===== config.mk =====
export PLATFORM = sky130hd
export DESIGN_NAME = ir_runlen_sampler
export DESIGN_NICKNAME = d
export VERILOG_FILES = /design/src/rtl/ir_rl_pkg.sv /design/src/rtl/ir_rl_sync.sv /design/src/rtl/ir_rl_tick.sv /design/src/rtl/ir_rl_runlen.sv /design/src/rtl/ir_runlen_sampler.sv
export SDC_FILE = /design/constraint.sdc
export NUM_CORES = 1
export LEC_CHECK = 0
export ABC_AREA = 0
export BUFFER_PORTS_ARGS = -buffer_cell sky130_fd_sc_hd__buf_2
export CORE_MARGIN = 1.5
export CORE_UTILIZATION = 55
export DETAILED_ROUTE_END_ITERATION = 8
export PLACE_DENSITY_LB_ADDON = 0.15
export REMOVE_ABC_BUFFERS = 1
export SLEW_MARGIN = 20
export SYNTH_ARGS = -nofsm -noshare
export SYNTH_HDL_FRONTEND = slang
export SYNTH_SLANG_ARGS = --single-unit

===== constraint.sdc =====
create_clock -name clk -period 3.65 [get_ports clk]
set_clock_uncertainty 0.05 [all_clocks]
set_input_delay 0.73 -clock clk [delete_from_list [all_inputs] [get_ports clk]]
set_output_delay 0.73 -clock clk [all_outputs]
set_load 0.01 [all_outputs]

===== src/rtl/ir_rl_pkg.sv =====
package ir_rl_pkg;

  typedef enum logic {
    ST_WAIT = 1'b0,
    ST_RUN  = 1'b1
  } rl_state_t;

  localparam logic [1:0] CIR_MODE = 2'b11;

  // Space ticks needed to declare the line idle.
  function automatic logic [31:0] idle_limit(input logic [31:0] thr,
                                             input logic [31:0] unit);
    return (thr + 32'd1) * unit;
  endfunction

endpackage


===== src/rtl/ir_rl_sync.sv =====
module ir_rl_sync #(
  parameter int STAGES = 2
) (
  input  logic clk,
  input  logic rst_n,
  input  logic d_in,
  input  logic inv,
  output logic lvl
);
  logic [STAGES-1:0] sh;

  always_ff @(posedge clk or negedge rst_n) begin
    if (!rst_n) sh <= '0;
    else        sh <= {sh[STAGES-2:0], d_in};
  end

  assign lvl = sh[STAGES-1] ^ inv;
endmodule


===== src/rtl/ir_rl_tick.sv =====
module ir_rl_tick #(
  parameter int DIV = 64
) (
  input  logic clk,
  input  logic rst_n,
  input  logic en,
  output logic tick
);
  generate
    if (DIV == 1) begin : g_every
      assign tick = en;
    end else begin : g_count
      localparam int CNT_W = $clog2(DIV);
      localparam logic [CNT_W-1:0] LAST = CNT_W'(DIV - 1);
      logic [CNT_W-1:0] cnt;

      always_ff @(posedge clk or negedge rst_n) begin
        if (!rst_n)            cnt <= '0;
        else if (!en)          cnt <= '0;
        else if (cnt == LAST)  cnt <= '0;
        else                   cnt <= cnt + CNT_W'(1);
      end

      assign tick = en && (cnt == LAST);

      AST_TICK_SPACING: assert property (@(posedge clk) disable iff (!rst_n)
        tick |=> !tick);
      AST_TICK_CLEARED: assert property (@(posedge clk) disable iff (!rst_n)
        !en |=> !tick);
    end
  endgenerate
endmodule


===== src/rtl/ir_rl_runlen.sv =====
module ir_rl_runlen
  import ir_rl_pkg::*;
#(
  parameter int LEN_W     = 7,
  parameter int NTHR_W    = 6,
  parameter int ITHR_W    = 8,
  parameter int IDLE_UNIT = 128
) (
  input  logic              clk,
  input  logic              rst_n,
  input  logic              en,
  input  logic              tick,
  input  logic              lvl,
  input  logic [NTHR_W-1:0] noise_thr,
  input  logic [ITHR_W-1:0] idle_thr,
  output logic              byte_valid,
  output logic [LEN_W:0]    byte_data,
  output logic              pkt_end
);
  localparam int RUN_MAX = 1 << LEN_W;
  localparam int CW      = LEN_W + 2;
  localparam int IW      = $clog2((1 << ITHR_W) * IDLE_UNIT) + 1;
  localparam logic [CW-1:0] RUN_MAX_C = CW'(RUN_MAX);

  rl_state_t         st;
  logic              cur_lvl;
  logic [CW-1:0]     cur_len;
  logic [NTHR_W:0]   cand_len;
  logic [IW-1:0]     idle_cnt;

  function automatic logic [LEN_W:0] pack_run(input logic l,
                                               input logic [CW-1:0] len_m1);
    return {l, len_m1[LEN_W-1:0]};
  endfunction

  // Named internal events
  logic            in_run, same, ev_start, idle_hit, ev_switch, ev_chunk;
  logic [NTHR_W:0] cand_nx;
  logic [CW-1:0]   merged;
  logic [IW-1:0]   idle_inc, idle_lim;

  assign idle_lim  = IW'(idle_limit(32'(idle_thr), 32'(IDLE_UNIT)));
  assign idle_inc  = idle_cnt + IW'(1);
  assign in_run    = tick && (st == ST_RUN);
  assign same      = (lvl == cur_lvl);
  assign ev_start  = tick && (st == ST_WAIT) && lvl;
  assign idle_hit  = in_run && !lvl && (idle_inc == idle_lim);
  assign cand_nx   = cand_len + (NTHR_W+1)'(1);
  assign merged    = cur_len + CW'(cand_len) + CW'(1);
  assign ev_switch = in_run && !idle_hit && !same && (cand_nx > {1'b0, noise_thr});
  assign ev_chunk  = in_run && !idle_hit && same && (merged >= RUN_MAX_C);

  always_ff @(posedge clk or negedge rst_n) begin
    if (!rst_n) begin
      st         <= ST_WAIT;
      cur_lvl    <= 1'b0;
      cur_len    <= '0;
      cand_len   <= '0;
      idle_cnt   <= '0;
      byte_valid <= 1'b0;
      byte_data  <= '0;
      pkt_end    <= 1'b0;
    end else if (!en) begin
      st         <= ST_WAIT;
      cur_len    <= '0;
      cand_len   <= '0;
      idle_cnt   <= '0;
      byte_valid <= 1'b0;
      pkt_end    <= 1'b0;
    end else begin
      byte_valid <= 1'b0;
      pkt_end    <= 1'b0;
      if (ev_start) begin
        st       <= ST_RUN;
        cur_lvl  <= 1'b1;
        cur_len  <= CW'(1);
        cand_len <= '0;
        idle_cnt <= '0;
      end else if (in_run) begin
        idle_cnt <= lvl ? '0 : idle_inc;
        if (idle_hit) begin
          pkt_end  <= 1'b1;
          st       <= ST_WAIT;
          cur_len  <= '0;
          cand_len <= '0;
          idle_cnt <= '0;
        end else if (same) begin
          cand_len <= '0;
          if (ev_chunk) begin
            byte_valid <= 1'b1;
            byte_data  <= pack_run(cur_lvl, RUN_MAX_C - CW'(1));
            cur_len    <= merged - RUN_MAX_C;
          end else begin
            cur_len <= merged;
          end
        end else if (ev_switch) begin
          if (cur_len != '0) begin
            byte_valid <= 1'b1;
            byte_data  <= pack_run(cur_lvl, cur_len - CW'(1));
          end
          cur_lvl  <= lvl;
          cur_len  <= CW'(cand_nx);
          cand_len <= '0;
        end else begin
          cand_len <= cand_nx;
        end
      end
    end
  end

  AST_BYTE_AFTER_TICK: assert property (@(posedge clk) disable iff (!rst_n)
    byte_valid |-> $past(tick));
  AST_PKT_SINGLE: assert property (@(posedge clk) disable iff (!rst_n)
    pkt_end |=> !pkt_end);
  AST_PKT_NO_BYTE: assert property (@(posedge clk) disable iff (!rst_n)
    !(byte_valid && pkt_end));
  AST_WAIT_QUIET: assert property (@(posedge clk) disable iff (!rst_n)
    (st == ST_WAIT) |=> !byte_valid);
  AST_OFF_QUIET: assert property (@(posedge clk) disable iff (!rst_n)
    !en |=> (!byte_valid && !pkt_end));
  AST_CHUNK_FULL: assert property (@(posedge clk) disable iff (!rst_n)
    ev_chunk |=> (byte_valid && (byte_data[LEN_W-1:0] == {LEN_W{1'b1}})));
  AST_SWITCH_LEVEL: assert property (@(posedge clk) disable iff (!rst_n)
    (ev_switch && (cur_len != '0)) |=> (byte_valid && (byte_data[LEN_W] != cur_lvl)));
endmodule


===== src/rtl/ir_runlen_sampler.sv =====
module ir_runlen_sampler
  import ir_rl_pkg::*;
#(
  parameter int TICK_DIV  = 64,
  parameter int LEN_W     = 7,
  parameter int NTHR_W    = 6,
  parameter int ITHR_W    = 8,
  parameter int IDLE_UNIT = 128
) (
  input  logic              clk,
  input  logic              rst_n,
  input  logic              ir_in,
  input  logic              glb_en,
  input  logic              rx_en,
  input  logic [1:0]        mode,
  input  logic              inv_pol,
  input  logic [NTHR_W-1:0] noise_thr,
  input  logic [ITHR_W-1:0] idle_thr,
  output logic              byte_valid,
  output logic [LEN_W:0]    byte_data,
  output logic              pkt_end
);
  logic en, tick, lvl;

  assign en = glb_en && rx_en && (mode == CIR_MODE);

  ir_rl_sync #(.STAGES(2)) u_sync (
    .clk(clk), .rst_n(rst_n), .d_in(ir_in), .inv(inv_pol), .lvl(lvl)
  );

  ir_rl_tick #(.DIV(TICK_DIV)) u_tick (
    .clk(clk), .rst_n(rst_n), .en(en), .tick(tick)
  );

  ir_rl_runlen #(
    .LEN_W(LEN_W), .NTHR_W(NTHR_W), .ITHR_W(ITHR_W), .IDLE_UNIT(IDLE_UNIT)
  ) u_run (
    .clk(clk), .rst_n(rst_n), .en(en), .tick(tick), .lvl(lvl),
    .noise_thr(noise_thr), .idle_thr(idle_thr),
    .byte_valid(byte_valid), .byte_data(byte_data), .pkt_end(pkt_end)
  );
endmodule


==> flow_metrics.env, run 1 <==
export IMPL_gr_usage_all_layers=0.252
export IMPL_antenna_found_initial=0
export IMPL_required_ps=3850
export IMPL_via_count=3187
export IMPL_drt_pre_antenna_iters=4
export IMPL_yosys_warnings=0
export IMPL_ctsHtreeMaxLevel=2
export IMPL_rows=29
export IMPL_hold_path_class="reg2reg"
export IMPL_outcome="finished clean"
export IMPL_finalSetupTns_ps=0
export IMPL_cts_buffer_depth=2
export IMPL_cts_tree="built"
export IMPL_final_antenna_net_count=0
export IMPL_grt_pass1_wl_mm=14.2
export IMPL_cellLeakagePower_uw=0.00185
export IMPL_io_buffers=31
export IMPL_root_buffer="clkbuf_8"
export IMPL_diodes=0
export IMPL_initial_core_util=0.567
export IMPL_core_area_um2=6310
export IMPL_synthArstFlopShare=1.00
export IMPL_final_max_slew_viol_count=0
export IMPL_placedCellCount=514
export IMPL_yosysTopAreaCell="dfrtp_1"
export IMPL_syn2layout_area_growth_pct=13.1
export IMPL_hold_buffers=0
export IMPL_final_cells=526
export IMPL_pin_count=32
export IMPL_ys_top_cells_by_area="dfrtp_1 36%, ha_1 7.0%, xnor2_1 5.1%"
export IMPL_maxSlewHeadroom=0.492
export IMPL_dieWidth_um=83.7
export IMPL_tightest_slew_ps=762
export IMPL_wl_mm=8.40
export IMPL_syn_inst=403
export IMPL_nNetsFinal=491
export IMPL_viasPerCell=6.06
export IMPL_synth_edf_count=0
export IMPL_final_cell_mix="51 x dfrtp_1, 44 x nor2_1, 43 x nand2_1"
export IMPL_start_kind="flop"
export IMPL_grt_max_degree=34
export IMPL_synth_top_area_frac=0.364
export IMPL_grt_ovfl_total=0
export IMPL_dp_final_hpwl_mm=6.26
export IMPL_maxClockFrequency_mhz=293
export IMPL_drv_cap=0
export IMPL_synth_avg_cell_area_um2=8.88
export IMPL_setup_violations_final=0
export IMPL_ir_drop_v=0.000184
export IMPL_synth_seq_area_share=0.364
export IMPL_grt_pass1_vias=3051
export IMPL_power_per_cell_area_nw_per_um2=274
export IMPL_final_util=0.641
export IMPL_path_clk_slew_ps=100
export IMPL_drt_iter0_markers=183
export IMPL_cts_sinks=52
export IMPL_final_layout_size_suffix_gt1_frac=0.163
export IMPL_fin_crit_ps=3410
export IMPL_cts_buffers=5
export IMPL_place_gp_congestion=0.901
export IMPL_die_y_um=83.7
export IMPL_clock_latency_ps=320
export IMPL_cp_end_kind="flop"
export IMPL_synth_cell_area_um2=3580
export IMPL_cp_max_fo=8
export IMPL_ys_flop_type="dfrtp_1"
export IMPL_arrival_ps=3600
export IMPL_ys_types=57
export IMPL_wl_per_cell_um=16.0
export IMPL_finalHoldViolCount=0
export IMPL_period_share=0.934
export IMPL_ys_ff_latch=52
export IMPL_fill_cells=578
export IMPL_mostFrequentLayoutCell="dfrtp_1"
export IMPL_dieArea_um2=7000
export IMPL_drc_errors=0
export IMPL_path_class="reg2reg"
export IMPL_finalPower_uw=1110
==> cell usage after synthesis, types with 6 or more instances <==
cell,n
and3_1,6
dfrtp_1,52
inv_1,16
xnor2_1,21
a211oi_1,7
o31ai_1,12
clkbuf_1,6
nor2_1,44
nand2_1,43
nand3_1,15
a21oi_1,9
or3_1,6
xor2_1,13
ha_1,20
a31oi_1,11
a21o_1,6
nor2b_1,6
o21ai_0,33
nor3_1,6
==> what timing repair did <==
| item | 4_1_cts | 5_1_grt |
|---|---|---|
| setup endpoints to repair | 0 | 11 |
| resized for setup | 0 | 10 |
| buffers inserted | 0 | 3 |
==> final timing paths <==
kind	start	endpoint	slack, ps	cells after the start
max reg2reg	u_run.cand_len[1]$_DFFE_PN0P_	u_run.byte_data[1]$_DFFE_PN0P_	240	15
min	u_sync.sh[0]$_DFF_PN0_	u_sync.sh[1]$_DFF_PN0_	310	0
max in group asynchronous	rst_n	u_run.idle_cnt[14]$_DFFE_PN0P_	2360	2
min in group asynchronous	rst_n	u_run.byte_data[0]$_DFFE_PN0P_	420	1
max	u_run.cand_len[1]$_DFFE_PN0P_	u_run.byte_data[1]$_DFFE_PN0P_	240	15
min reg2reg	u_sync.sh[0]$_DFF_PN0_	u_sync.sh[1]$_DFF_PN0_	310	0
==> power by group <==
part	switching, µW	internal (µW)
clock	199	207
sequential	2.58	578
combinational	77.4	44.9
total	279	831
==> critical path, stage by stage, from the launching register on <==
cell and delay [ps]:
dfrtp_1 450, ha_1 310, nor2b_1 140, o21ai_0 160, nand2b_1 120, a21o_1 190, a21o_1 200, a31oi_1 370
xor2_1 160, ha_2 240, nor2_1 110, a21oi_1 70, nor4_4 380, buf_4 220, nor2_1 40, a31oi_1 140
==> state kept, by name, summed over array words and instances (netlist names) <==
register / cells
u_run.byte_valid: 1
u_sync.sh: 2
u_run.idle_cnt: 16
u_run.pkt_end: 1
u_run.cur_lvl: 1
u_run.cur_len: 9
u_run.byte_data: 8
u_tick.g_count.cnt: 6
u_run.cand_len: 7
u_run.st: 1
==> routing by layer <==
layer,global-route usage,up-vias,wire length [µm]
li1,-,1556,-
met1,0.318,1538,3690
met2,0.441,74,4210
met3,0.0366,19,304
met4,0.0879,0,202
met5,0,-,0
==> layout make-up <==
| type | count | area, µm² | area share |
|---|---|---|---|
| Clock buffer | 6 | 72.6 | 0.0179 |
| Inverter | 16 | 60.1 | 0.0148 |
| Sequential cell | 52 | 1300 | 0.322 |
| Clock inverter | 2 | 38.8 | 0.00958 |
| Multi-Input combinational cell | 325 | 2200 | 0.543 |
| Timing Repair Buffer | 48 | 280 | 0.0692 |
| Tap cell | 77 | 96.3 | 0.0238 |
==> cell families after synthesis <==
family	count (synthesis)	share of synthesized area
AO/OA/AOI/OAI	101	0.187
XOR/XNOR	35	0.0895
adder cells (fa/ha/maj)	21	0.0755
buffers and inverters	26	0.0287
flip-flops	52	0.364
multiplexers	7	0.0206
AND/OR/NAND/NOR	161	0.235
==> per-stage QoR <==
stage | hold WS, ps | cell area, µm² | setup WS, ps
2_1_floorplan | 281 | 3540 | -6.24
3_3_place_gp | 283 | 3880 | 236
3_5_place_dp | 290 | 3880 | 74.6
4_1_cts | 313 | 4000 | 60.4
5_1_grt | 316 | 4050 | -29.0
6_report | 309 | 4050 | 242
Note: power is estimated with default switching activity, not from simulation.
==> run 2, diff against run 1 <==
--- a/config.mk
+++ b/config.mk
@@ -7,6 +7,7 @@
 export LEC_CHECK = 0
 export ABC_AREA = 0
 export BUFFER_PORTS_ARGS = -buffer_cell sky130_fd_sc_hd__buf_2
+export CORE_ASPECT_RATIO = 0.7
 export CORE_MARGIN = 1.5
 export CORE_UTILIZATION = 55
 export DETAILED_ROUTE_END_ITERATION = 8
==> run 2 against run 1 <==
Net effect: via count grew 2.1%; non-clock buffer count shrank 2; sequential power is essentially flat; critical path depth shrank 4; critical path type unchanged; highest routed layer unchanged.
==> flow_metrics.env, run 2 (synthesized netlist as in run 1, its figures left out) <==
export IMPL_tightest_slew_ps=672
export IMPL_cts_tree="built"
export IMPL_cts_sinks=52
export IMPL_largest_register_ffs=16
export IMPL_initial_core_util=0.573
export IMPL_rsz0062_at_grt="false"
export IMPL_grt_max_degree=29
export IMPL_grt_use_met3=0.0490
export IMPL_top_regs="u_run.idle_cnt x16, u_run.cur_len x9, u_run.byte_data x8"
export IMPL_placed_area_um2=3880
export IMPL_largest_register="u_run.idle_cnt"
export IMPL_final_cells=525
export IMPL_outcome="finished clean"
export IMPL_final_layout_size_suffix_gt1_frac=0.166
export IMPL_cp_slowest_stage_delay_ps=460
export IMPL_via_count=3255
export IMPL_syn2layout_area_growth_pct=12.7
export IMPL_cellLeakagePower_uw=0.00184
export IMPL_grt_busiest_layer="met1"
export IMPL_ctsHtreeMaxLevel=2
export IMPL_design_area_um2=4030
export IMPL_required_ps=3820
export IMPL_cp_end_kind="flop"
export IMPL_antenna_found_initial=0
export IMPL_drt_pre_antenna_iters=5
export IMPL_final_antenna_net_count=0
export IMPL_maxClockFrequency_mhz=292
export IMPL_cp_max_fo=7
export IMPL_arrival_ps=3600
export IMPL_mostFrequentLayoutCell="dfrtp_1"
export IMPL_wl_per_cell_um=16.7
export IMPL_dp_final_hpwl_mm=6.75
export IMPL_crit_path_frequent_cell="or3_1"
export IMPL_setup_violations_final=0
export IMPL_path_clk_slew_ps=90
export IMPL_dieWidth_um=99.4
export IMPL_grt_pass1_vias=3153
export IMPL_clock_latency_ps=300
export IMPL_drt_iter0_markers=263
export IMPL_pin_count=32
export IMPL_drv_cap=0
export IMPL_final_max_slew_viol_count=0
export IMPL_period_share=0.939
export IMPL_grt_ovfl_total=0
export IMPL_placedCellCount=514
export IMPL_worst_path_buf_inv=1
export IMPL_core_area_um2=6250
export IMPL_root_buffer="clkbuf_8"
export IMPL_power_per_cell_area_nw_per_um2=259
export IMPL_gr_usage_met1=0.434
export IMPL_cpLargestDelayFamily="simple AND/OR/NAND/NOR gates"
export IMPL_place_gp_congestion=0.967
export IMPL_grt_pass1_wl_mm=15.3
export IMPL_drc_errors=0
export IMPL_wl_mm=8.79
export IMPL_critical_path_slowest_cell="dfrtp_1"
export IMPL_cts_buffers=5
export IMPL_diodes=0
export IMPL_finalHoldViolCount=0
export IMPL_dieArea_um2=7010
export IMPL_cts_buffer_depth=2
export IMPL_final_cell_mix="52 x dfrtp_1, 44 x nor2_1, 42 x nand2_1"
export IMPL_viasPerCell=6.20
export IMPL_io_buffers=31
export IMPL_rows=24
export IMPL_maxSlewHeadroom=0.548
export IMPL_ir_drop_v=0.000167
export IMPL_fin_crit_ps=3430
export IMPL_nNetsFinal=489
export IMPL_hold_path_class="reg2reg"
export IMPL_gr_usage_all_layers=0.274
export IMPL_die_y_um=70.5
export IMPL_start_kind="flop"
export IMPL_cp_cell_sequence="ha_2 > nand2_1 > or4_4 > or3_1 > a2111o_1 > nor2_1 > nor4b_4 > buf_4 > nor3_1 > or3_1 > a31oi_1"
export IMPL_grtUsageMet2=0.390
export IMPL_path_class="reg2reg"
-- run 2: final cells by class --
type | instances | area, µm²
flip-flops and latches | 52 | 1300
clock buffers | 6 | 82.6
well taps | 78 | 97.6
fillers | 529 | 2210
repair buffers | 46 | 272
clock inverters | 2 | 10.0
multi-input cells | 325 | 2210
inverters | 16 | 60.1
-- run 2: worst reg2reg max path, delay by kind of cell (launching register included) --
| kind | cells | cell delay (ps) |
|---|---|---|
| AOI/OAI and AO/OA | 2 | 550 |
| buffers and inverters | 1 | 220 |
| DFF | 1 | 460 |
| adders and majority gates | 1 | 280 |
| and+or+nand+nor | 7 | 1770 |
-- run 2: power breakdown --
part	internal, µW	leakage, µW	total (µW)	switching (µW)
sequential	578	0.000721	581	2.51
combinational	46.1	0.00106	128	81.7
clock	152	0.0000510	338	186
-- run 2: what timing repair did --
item | CTS | global route
setup endpoints to repair | 0 | 18
hold buffers | 0 | 0
gates resized for setup | 0 | 17
buffers inserted | 0 | 2
-- run 2: stage by stage --
step | setup slack (ps) | power, µW | hold WS (ps) | utilization | TNS [ps]
6_report | 223 | 1050 | 313 | 0.646 | 0
5_1_grt | 22.0 | 1090 | 322 | 0.646 | 0
4_1_cts | 98.9 | 1050 | 318 | 0.636 | 0
3_5_place_dp | 104 | 718 | 297 | 0.621 | 0
3_3_place_gp | 243 | 714 | 295 | 0.621 | 0
2_1_floorplan | -6.24 | 660 | 281 | - | -6.24
-- run 2: layer usage --
layer,vias up,share of wire
li1,1557,-
met3,7,0.082
met2,124,0.41
met5,-,0
met1,1567,0.50
met4,0,0.0069
-- run 2: worst paths after layout --
check	to	startpoint	slack (ps)	depth (start not counted)
min in group asynchronous	u_run.idle_cnt[0]$_DFFE_PN0P_	rst_n	360	1
max in group asynchronous	u_run.pkt_end$_DFF_PN0_	rst_n	2410	2
min	u_sync.sh[1]$_DFF_PN0_	u_sync.sh[0]$_DFF_PN0_	310	0
min reg2reg	u_sync.sh[1]$_DFF_PN0_	u_sync.sh[0]$_DFF_PN0_	310	0
max	u_run.cur_len[8]$_DFFE_PN0P_	u_run.idle_cnt[0]$_DFFE_PN0P_	220	11
max reg2reg	u_run.cur_len[8]$_DFFE_PN0P_	u_run.idle_cnt[0]$_DFFE_PN0P_	220	11
==> run 3, diff against run 2 <==
--- a/config.mk
+++ b/config.mk
@@ -6,10 +6,10 @@
 export NUM_CORES = 1
 export LEC_CHECK = 0
 export ABC_AREA = 0
-export BUFFER_PORTS_ARGS = -buffer_cell sky130_fd_sc_hd__buf_2
+export BUFFER_PORTS_ARGS = -buffer_cell sky130_fd_sc_hd__buf_4
 export CORE_ASPECT_RATIO = 0.7
 export CORE_MARGIN = 1.5
-export CORE_UTILIZATION = 55
+export CORE_UTILIZATION = 41
 export DETAILED_ROUTE_END_ITERATION = 8
 export PLACE_DENSITY_LB_ADDON = 0.15
 export REMOVE_ABC_BUFFERS = 1
==> run 3 against run 2 <==
Net effect: count of clock-buffer cells in the layout increased by 2; combinational power increased by 4%; utilization decreased by 15 points; worst hold slack got worse by 11 ps; largest power group unchanged; wire length increased by 3.0%; sequential cell count unchanged; final area increased by 4.6%; highest routed layer unchanged.
==> flow_metrics.env, run 3 (synthesized netlist as in run 1, its figures left out) <==
export IMPL_largest_register="u_run.idle_cnt"
export IMPL_start_kind="flop"
export IMPL_design_area_um2=4220
export IMPL_final_cells=568
export IMPL_cts_sinks=52
export IMPL_grt_ovfl_total=0
export IMPL_final_max_slew_viol_count=0
export IMPL_drv_cap=0
export IMPL_nNetsFinal=490
export IMPL_hold_path_class="reg2reg"
export IMPL_multiInputGateArea_um2=2190
export IMPL_path_class="reg2reg"
export IMPL_arrival_ps=3560
export IMPL_cts_buffer_depth=2
export IMPL_largest_register_ffs=16
export IMPL_mostFrequentLayoutCell="dfrtp_1"
export IMPL_finalHoldViolCount=0
export IMPL_placed_area_um2=4020
export IMPL_maxSlewHeadroom=0.535
export IMPL_ir_drop_v=0.000171
export IMPL_dp_final_hpwl_mm=6.80
export IMPL_rr_worst_depth=16
export IMPL_via_count=3180
export IMPL_placedCellCount=556
export IMPL_viasPerCell=5.60
export IMPL_final_util=0.497
export IMPL_rsz0062_at_grt="false"
export IMPL_setup_violations_final=0
export IMPL_final_cell_mix="52 x dfrtp_1, 44 x nor2_1, 44 x buf_4"
export IMPL_clock_latency_ps=290
export IMPL_tightest_slew_ps=688
export IMPL_hold_depth=0
export IMPL_required_ps=3780
export IMPL_grt_pass1_vias=3010
export IMPL_fill_cells=816
export IMPL_initial_core_util=0.422
export IMPL_power_per_cell_area_nw_per_um2=284
export IMPL_diodes=0
export IMPL_rows=28
export IMPL_path_clk_slew_ps=70
export IMPL_hold_buffers=0
export IMPL_die_y_um=81.2
export IMPL_wl_mm=9.06
export IMPL_cts_tree="built"
export IMPL_io_buffers=31
export IMPL_dieWidth_um=115
export IMPL_grt_pass1_wl_mm=15.1
export IMPL_root_buffer="clkbuf_16"
export IMPL_pin_count=32
export IMPL_fin_crit_ps=3420
export IMPL_drc_errors=0
export IMPL_gr_usage_all_layers=0.209
export IMPL_final_antenna_net_count=0
export IMPL_maxClockFrequency_mhz=292
export IMPL_place_gp_congestion=0.927
export IMPL_syn2layout_area_growth_pct=17.9
export IMPL_seqCellArea_um2=1300
export IMPL_core_area_um2=8480
export IMPL_outcome="finished clean"
export IMPL_cp_max_fo=3
export IMPL_cts_buffers=5
export IMPL_top_regs="u_run.idle_cnt x16, u_run.cur_len x9, u_run.byte_data x8"
export IMPL_dieArea_um2=9310
export IMPL_grt_max_degree=53
export IMPL_ctsHtreeMaxLevel=2
export IMPL_cp_end_kind="flop"
export IMPL_reg2reg_slack_ps=230
export IMPL_final_layout_size_suffix_gt1_frac=0.150
export IMPL_cellLeakagePower_uw=0.00189
export IMPL_period_share=0.938
export IMPL_drt_iter0_markers=199
export IMPL_drt_pre_antenna_iters=5
export IMPL_wl_per_cell_um=15.9
export IMPL_antenna_found_initial=0
==> run 3: report_power, final <==
part	total [µW]	switching [µW]	internal (µW)
clock network	485	211	274
logic	133	80.3	52.3
registers	581	2.34	579
==> run 3: critical path, cell delays in order, from the launching register on <==
cell,delay (ps)
dfrtp_1,350
inv_1,80
ha_1,230
fa_1,380
nor2b_1,160
o21ai_1,120
a21boi_1,190
o21ai_1,110
a21oi_1,170
o21ai_0,110
xor2_1,180
ha_2,210
nor2_1,100
a21oi_1,80
nor4_4,290
buf_4,170
mux2_2,320
==> run 3: layout make-up <==
| class | instances | area share |
|---|---|---|
| timing repair buffer | 47 | 0.0869 |
| clock buffer | 8 | 0.0347 |
| multi-input combinational | 325 | 0.520 |
| inverter | 16 | 0.0142 |
| sequential | 52 | 0.309 |
| tap | 120 | 0.0356 |
==> run 3: per-stage QoR <==
| stage | TNS [ps] | hold slack [ps] | total power (µW) | setup slack [ps] |
|---|---|---|---|---|
| after floorplan | -6.24 | 281 | 660 | -6.24 |
| after global placement | 0 | 287 | 722 | 106 |
| after detailed placement | 0 | 292 | 723 | 31.2 |
| after CTS | 0 | 307 | 1200 | 101 |
| after global routing | 0 | 309 | 1240 | 14.7 |
| final | 0 | 303 | 1200 | 227 |
==> run 3: metal layers <==
layer,wire (µm),track usage
met5,0,0
met4,58,0.0438
met3,488,0.0396
met2,3610,0.304
met1,4900,0.319
==> run 3: final timing paths <==
path	from	end
max	u_run.cand_len[0]$_DFFE_PN0P_	u_run.byte_data[7]$_DFFE_PN0P_
min	u_sync.sh[0]$_DFF_PN0_	u_sync.sh[1]$_DFF_PN0_
max reg2reg	u_run.cand_len[0]$_DFFE_PN0P_	u_run.byte_data[7]$_DFFE_PN0P_
min reg2reg	u_sync.sh[0]$_DFF_PN0_	u_sync.sh[1]$_DFF_PN0_
max in group asynchronous	rst_n	u_run.byte_data[0]$_DFFE_PN0P_
min in group asynchronous	rst_n	u_run.idle_cnt[15]$_DFFE_PN0P_
==> run 3: repair_timing <==
action	in CTS	in global routing
hold endpoints to repair	0	0
gates cloned	1	0
endpoints found under the setup margin	1	11
gates resized for setup	5	4
buffers inserted	2	1
pin swaps	1	2
